===== config.mk =====
export PLATFORM = sky130hd
export DESIGN_NAME = spi_mon
export DESIGN_NICKNAME = d
export VERILOG_FILES = /design/src/rtl/spi_mon_pkg.sv /design/src/rtl/spi_mon_sync.sv /design/src/rtl/spi_mon_edge.sv /design/src/rtl/spi_mon_core.sv /design/src/rtl/spi_mon.sv
export SDC_FILE = /design/constraint.sdc
export NUM_CORES = 1
export LEC_CHECK = 0
export BUFFER_PORTS_ARGS = -buffer_cell sky130_fd_sc_hd__buf_4
export CORE_MARGIN = 2
export CORE_UTILIZATION = 56
export CTS_CLUSTER_SIZE = 30
export DETAILED_ROUTE_END_ITERATION = 12
export GPL_TIMING_DRIVEN = 0
export MAX_ROUTING_LAYER = met4
export PLACE_DENSITY_LB_ADDON = 0.05
export RECOVER_POWER = 25
export SLEW_MARGIN = 20
export SYNTH_ARGS = -nofsm -noshare
export SYNTH_HDL_FRONTEND = slang
export SYNTH_SLANG_ARGS = --single-unit

===== constraint.sdc =====
create_clock -name clk -period 5.81 [get_ports clk]
set_clock_uncertainty 0.2 [all_clocks]
set_input_delay 0.2905 -clock clk [delete_from_list [all_inputs] [get_ports clk]]
set_output_delay 0.2905 -clock clk [all_outputs]
set_load 0.05 [all_outputs]

===== src/rtl/spi_mon_pkg.sv =====
package spi_mon_pkg;

    typedef enum logic [1:0] {
        SPI_M0 = 2'b00,
        SPI_M1 = 2'b01,
        SPI_M2 = 2'b10,
        SPI_M3 = 2'b11
    } spi_mode_e;

    // True when the mode takes its data on the rising SCK edge.
    function automatic logic samples_on_rise(input spi_mode_e m);
        return (m == SPI_M0) || (m == SPI_M3);
    endfunction

endpackage


===== src/rtl/spi_mon_sync.sv =====
module spi_mon_sync #(
    parameter int           W       = 1,
    parameter logic [W-1:0] RST_VAL = '0
) (
    input  logic         clk,
    input  logic         rst_n,
    input  logic [W-1:0] async_i,
    output logic [W-1:0] sync_o
);
    logic [W-1:0] meta_q, meta_d;
    logic [W-1:0] stab_q, stab_d;

    always_comb begin
        meta_d = async_i;
        stab_d = meta_q;
    end

    always_ff @(posedge clk or negedge rst_n) begin
        if (!rst_n) begin
            meta_q <= RST_VAL;
            stab_q <= RST_VAL;
        end else begin
            meta_q <= meta_d;
            stab_q <= stab_d;
        end
    end

    assign sync_o = stab_q;
endmodule


===== src/rtl/spi_mon_edge.sv =====
module spi_mon_edge
    import spi_mon_pkg::*;
(
    input  logic clk,
    input  logic rst_n,
    input  logic sck_i,
    input  logic cpol_i,
    input  logic cpha_i,
    output logic sample_o
);
    logic      prev_q, prev_d;
    logic      rise, fall;
    spi_mode_e mode;

    always_comb begin
        prev_d = sck_i;
        mode   = spi_mode_e'({cpol_i, cpha_i});
        rise   = sck_i & ~prev_q;
        fall   = ~sck_i & prev_q;
    end

    // History starts high: an idle-high clock yields no edge at reset release.
    always_ff @(posedge clk or negedge rst_n) begin
        if (!rst_n) prev_q <= 1'b1;
        else        prev_q <= prev_d;
    end

    assign sample_o = samples_on_rise(mode) ? rise : fall;
endmodule


===== src/rtl/spi_mon_core.sv =====
module spi_mon_core #(
    parameter int MAX_WS = 64,
    parameter int CNT_W  = 16,
    localparam int WSW   = $clog2(MAX_WS + 1),
    localparam int BCW   = (MAX_WS > 1) ? $clog2(MAX_WS) : 1
) (
    input  logic              clk,
    input  logic              rst_n,
    input  logic              sample_i,
    input  logic              mosi_i,
    input  logic              miso_i,
    input  logic              cs_i,
    input  logic              cs_active_high_i,
    input  logic              lsb_first_i,
    input  logic [WSW-1:0]    word_size_i,
    output logic              word_valid_o,
    output logic [MAX_WS-1:0] mosi_word_o,
    output logic [MAX_WS-1:0] miso_word_o,
    output logic              cs_warn_o,
    output logic [CNT_W-1:0]  word_count_o
);
    typedef struct packed {
        logic [BCW-1:0]    bitcnt;
        logic [WSW-1:0]    ws;
        logic [MAX_WS-1:0] mosi_sh;
        logic [MAX_WS-1:0] miso_sh;
        logic              warn_acc;
        logic [MAX_WS-1:0] mosi_out;
        logic [MAX_WS-1:0] miso_out;
        logic              warn_out;
        logic              valid;
        logic [CNT_W-1:0]  count;
    } core_state_t;

    core_state_t st_q, st_d;

    function automatic logic [WSW-1:0] clamp_ws(input logic [WSW-1:0] v);
        if (int'(v) == 0)      return WSW'(1);
        if (int'(v) > MAX_WS)  return WSW'(MAX_WS);
        return v;
    endfunction

    logic [WSW-1:0]    ws_req;
    logic [WSW-1:0]    cur_ws;
    logic              cs_inactive;
    logic              last_bit;
    logic [MAX_WS-1:0] mosi_n, miso_n;
    int                pos;

    always_comb begin
        st_d        = st_q;
        st_d.valid  = 1'b0;
        ws_req      = clamp_ws(word_size_i);
        cur_ws      = (int'(st_q.bitcnt) == 0) ? ws_req : st_q.ws;
        cs_inactive = cs_active_high_i ? ~cs_i : cs_i;
        last_bit    = (int'(st_q.bitcnt) == int'(cur_ws) - 1);
        pos         = lsb_first_i ? int'(st_q.bitcnt)
                                  : int'(cur_ws) - 1 - int'(st_q.bitcnt);
        mosi_n      = st_q.mosi_sh;
        miso_n      = st_q.miso_sh;
        mosi_n[pos[BCW-1:0]] = mosi_i;
        miso_n[pos[BCW-1:0]] = miso_i;

        // Size is frozen once the first bit of a word has arrived.
        if (int'(st_q.bitcnt) == 0) st_d.ws = ws_req;

        if (sample_i) begin
            if (last_bit) begin
                st_d.mosi_out = mosi_n;
                st_d.miso_out = miso_n;
                st_d.warn_out = st_q.warn_acc | cs_inactive;
                st_d.valid    = 1'b1;
                st_d.count    = st_q.count + CNT_W'(1);
                st_d.mosi_sh  = '0;
                st_d.miso_sh  = '0;
                st_d.warn_acc = 1'b0;
                st_d.bitcnt   = '0;
            end else begin
                st_d.mosi_sh  = mosi_n;
                st_d.miso_sh  = miso_n;
                st_d.warn_acc = st_q.warn_acc | cs_inactive;
                st_d.bitcnt   = st_q.bitcnt + BCW'(1);
            end
        end
    end

    always_ff @(posedge clk or negedge rst_n) begin
        if (!rst_n) begin
            st_q    <= '0;
            st_q.ws <= WSW'(1);
        end else begin
            st_q <= st_d;
        end
    end

    assign word_valid_o = st_q.valid;
    assign mosi_word_o  = st_q.mosi_out;
    assign miso_word_o  = st_q.miso_out;
    assign cs_warn_o    = st_q.warn_out;
    assign word_count_o = st_q.count;
endmodule


===== src/rtl/spi_mon.sv =====
module spi_mon #(
    parameter int MAX_WS = 64,
    parameter int CNT_W  = 16,
    localparam int WSW   = $clog2(MAX_WS + 1)
) (
    input  logic              clk,
    input  logic              rst_n,
    input  logic              cfg_cpol,
    input  logic              cfg_cpha,
    input  logic              cfg_cs_active_high,
    input  logic              cfg_lsb_first,
    input  logic [WSW-1:0]    cfg_word_size,
    input  logic              bus_sck,
    input  logic              bus_mosi,
    input  logic              bus_miso,
    input  logic              bus_cs,
    output logic              word_valid,
    output logic [MAX_WS-1:0] mosi_word,
    output logic [MAX_WS-1:0] miso_word,
    output logic              cs_warn,
    output logic [CNT_W-1:0]  word_count
);
    logic [3:0] bus_sync;
    logic       samp_pulse;

    // Order: {sck, mosi, miso, cs}; clock and chip select idle high.
    spi_mon_sync #(
        .W       (4),
        .RST_VAL (4'b1001)
    ) u_sync (
        .clk     (clk),
        .rst_n   (rst_n),
        .async_i ({bus_sck, bus_mosi, bus_miso, bus_cs}),
        .sync_o  (bus_sync)
    );

    spi_mon_edge u_edge (
        .clk      (clk),
        .rst_n    (rst_n),
        .sck_i    (bus_sync[3]),
        .cpol_i   (cfg_cpol),
        .cpha_i   (cfg_cpha),
        .sample_o (samp_pulse)
    );

    spi_mon_core #(
        .MAX_WS (MAX_WS),
        .CNT_W  (CNT_W)
    ) u_core (
        .clk              (clk),
        .rst_n            (rst_n),
        .sample_i         (samp_pulse),
        .mosi_i           (bus_sync[2]),
        .miso_i           (bus_sync[1]),
        .cs_i             (bus_sync[0]),
        .cs_active_high_i (cfg_cs_active_high),
        .lsb_first_i      (cfg_lsb_first),
        .word_size_i      (cfg_word_size),
        .word_valid_o     (word_valid),
        .mosi_word_o      (mosi_word),
        .miso_word_o      (miso_word),
        .cs_warn_o        (cs_warn),
        .word_count_o     (word_count)
    );
endmodule


==> impl_results.md <==
- Worst reg2reg endpoint: u_core.mosi_word_o[41]
- Switching Share: 50.3%
- Top FF cell, synth: dfrtp_1
- R2R Path Start: u_core.st_q[283]
- CP Launch Type: flop
- CTS buffer count: 34
- Leakage: 8.90 nW
- Gate Count Post-Synth: 1930
- Post-synth top area share: 44.5%
- CORE AREA: 28700 um^2
- Post-route DRC: 0
- Setup CP Type: reg -> reg
- IO buf count: 162
- First-pass GRT wire length: 94200 um
- Violated checks: capacitance limit, slew limit
- Fmax: 180 MHz
- Clock-pin transition on the worst setup and hold timing paths: 0.06 ns
- Commonest non-fill, non-tap cell in the layout: buf_4
- Area Growth Syn to Fin: 19.3%
- Clock power frac: 20.5%
- Mean Syn Cell Area: 8.48 um^2
- CP peak stage delay: 0.50 ns
- Initial antenna violation count: 0
- Worst-path cell chain: clkbuf_1 > inv_2 > ha_1 > nor3b_1 > nand2_1 > clkbuf_2 > nand2_1 > o21ai_1 > inv_1 > ha_1 > inv_1 > ha_1 > nor2b_1 > o21a_1 > o21a_1 > o31ai_2 > nor2b_1 > buf_1 > nand2_1 > o21ai_0 > a21oi_1
- Final Hold Fails: 0
- Max VDD drop: 0.434 mV
- Non-Filler Instances: 2553
- Commonest cells after routing, fill and taps aside: buf_4 (313), dfrtp_1 (291), nand3_1 (275)
- Worst slew pin tran: 3.47 ns
- Post-synthesis sequential area ratio: 45.5%
- Synth cell types: 62
- Crit end category: flop
- Top cells by area, synth: dfrtp_1 (44%), nand3_1 (8.4%), buf_4 (7.0%), o211ai_1 (5.9%), nand2_1 (4.6%)
- Die height: 175 um
- Die width: 175 um
- Max Cap Viol: 1
- Clk_lat worst skew: 0.52 ns
- Gr usage total: 41.8%
- Switching Power: 5.34 mW
- Internal Power: 5.28 mW
- Ys async rst share: 100%
- Buf+Inv Stages, Crit Path: 6
- Post-synth EDFFs: 0
- Min-delay worst type: in -> reg
- Largest net degree at the start of global routing: 91
- Final ANT Viol Nets: 0
- RSZ-0062 raised after global routing: false
- Routability congestion estimate: 1.02
- Pwr/cell area: 544 nW/um^2
- FF-to-FF path depth: 21
- Synth Net Count: 1957
- Worst Setup SP: u_core.st_q[283]
- CTS tree: built
- Routed Wire Length: 62100 um
- Reg-to-reg setup timing slack: 0.25 ns
- Nets: 2170
- Arr. time, crit path: 5.74 ns
- CTS sink cnt: 297
- Die area: 30600 um^2
- Iteration-0 DRC count of the detailed router: 2366
- GRT overflow: 0
- # rows: 62
- Hold Crit Start: cfg_word_size[0]
- Final Util: 68.0%
- Final worst-path cycle share: 95.7%
- Total chip power: 10.6 mW
- Yosys Warn Count: 0
- Num ports: 163
- DP HPWL: 43300 um
- Status: complete, but fails checks
- Slew Viols, Final: 57
- Setup violators final: 0
- Average wire per standard cell: 24.3 um
- Placed Cells incl. Taps: 2479
- Post-layout min period: 5.56 ns
- Area of the mapped netlist: 16400 um^2
- Fraction of layout cells with a size suffix above 1: 22.9%
- Detailed Routing Iterations Pass 1: 6
- Vias in the first global route: 15.9k
- CTS Buffer Depth: 3
- Worst Path Max Fanout: 10
- Sequential power share: 24.6%
- Logic pwr share: 54.9%
- Dominant delay contributor by cell family on the critical path: compound AO/OA/AOI/OAI gates
- Via count: 16.6k
- Initial Util: 57.0%
- H-tree Lvls: 2
- Slew margin rel.: -131%
- Vias/cell: 6.48
- Hold path cells: 3
- Yosys top cell by area: dfrtp_1
- Slowest stage cell, crit path: o31ai_2
- Critical path required time: 5.99 ns
- Worst hold endpoint: u_core.st_q[275]
- Clk Tree Root Cell: clkbuf_16
- FF+latch count, synth: 297
## state kept, by name, indices dropped and copies added (netlist names)
| register | flops |
|---|---|
| u_edge.prev_q | 1 |
| u_core.word_count_o | 16 |
| u_core.word_valid_o | 1 |
| u_core.miso_word_o | 64 |
| u_sync.meta_q | 4 |
| u_core.st_q | 142 |
| u_core.cs_warn_o | 1 |
| u_core.mosi_word_o | 64 |
| u_sync.sync_o | 4 |
## power groups by stage
stage | logic, mW | registers (mW) | clock network (mW)
final | 5.83 | 2.61 | 2.18
after global routing | 6.02 | 2.64 | 2.26
after CTS | 5.49 | 2.60 | 2.17
after detailed placement | 5.40 | 2.63 | 0
after global placement | 5.34 | 2.63 | 0
after floorplan | 3.56 | 2.55 | 0
## cells by family (layout without fill, tap and decap cells)
| kind of cell | count (synthesis) | count (layout) | synth area share, % |
|---|---|---|---|
| and+or+nand+nor | 731 | 731 | 19.9 |
| AOI/OAI and AO/OA | 552 | 552 | 20.7 |
| buffers and inverters | 313 | 549 | 11.6 |
| DFF | 297 | 297 | 45.5 |
| xor gates and xnor gates | 23 | 23 | 1.31 |
| adders and majority gates | 10 | 10 | 0.810 |
| muxes | 4 | 4 | 0.275 |
| other | 0 | 3 | 0 |
## layout make-up
type	count	area (um^2)
inverters	18	68.8
fillers	2439	9180
multi-input cells	1320	7150
clock inverters	8	98.8
well taps	384	480
clock buffers	51	1010
plain buffers	294	1850
diodes	3	7.51
flip-flops and latches	297	7440
repair buffers	178	1420
## cell usage after synthesis (all sizes together) (14+ instances only)
library cell and number:
a21oi 139, a31oi 107, buf 222, clkbuf 73, dfrtp 291, inv 17
nand2 202, nand3 276, nand4 14, nor2 195, o211ai 137, o21ai 139
xnor2 17
## routing by layer
metal / share of wire (%) / GRT usage, %
met1: 39 / 54.3
met2: 44 / 60.8
met3: 12 / 11.0
met4: 4.8 / 20.3
met5: 0 / -
## worst register-to-register path, delay by kind of cell, from the launching register on
family | cells | cell delay (ns)
DFF | 1 | 0.40
buffers and inverters | 6 | 1.23
adders and majority gates | 3 | 0.84
and+or+nand+nor | 6 | 1.15
AOI/OAI and AO/OA | 6 | 1.60
## timing repair
| item | in CTS | in global routing |
|---|---|---|
| endpoints found under the hold margin | 71 | 0 |
| pin swaps | 1 | 2 |
| resized for setup | 16 | 48 |
| setup buffers | 2 | 1 |
| hold buffers | 10 | 0 |
| endpoints found under the setup margin | 182 | 256 |
## per-stage QoR
stage / setup TNS [ns] / setup slack, ns / instance area [um^2] / hold slack (ns)
after global placement: -27.49 / -0.632 / 18100 / 0.133
after detailed placement: -46.91 / -0.713 / 18200 / 0.0565
final: 0 / 0.250 / 19500 / 0.0106
after global routing: 0 / 0.0128 / 19500 / 0.0254
after CTS: -0.149 / -0.0351 / 19400 / 0.0523
after floorplan: 0 / 1.19 / 16400 / -0.205
## how the worst max path moves through the flow
| stage | end | slack (ns) | cells past startpoint |
|---|---|---|---|
| 3_3_place_gp | u_core.mosi_word_o[48] | -0.63 | 20 |
| 2_1_floorplan | u_core.miso_word_o[50] | 1.19 | 20 |
| 6_report | u_core.mosi_word_o[41] | 0.25 | 21 |
| 4_1_cts | u_core.miso_word_o[45] | -0.04 | 21 |
| 5_1_grt | u_core.miso_word_o[39] | 0.01 | 21 |
| 3_5_place_dp | u_core.mosi_word_o[48] | -0.71 | 21 |
No activity file was read; power rests on OpenSTA's default activity.
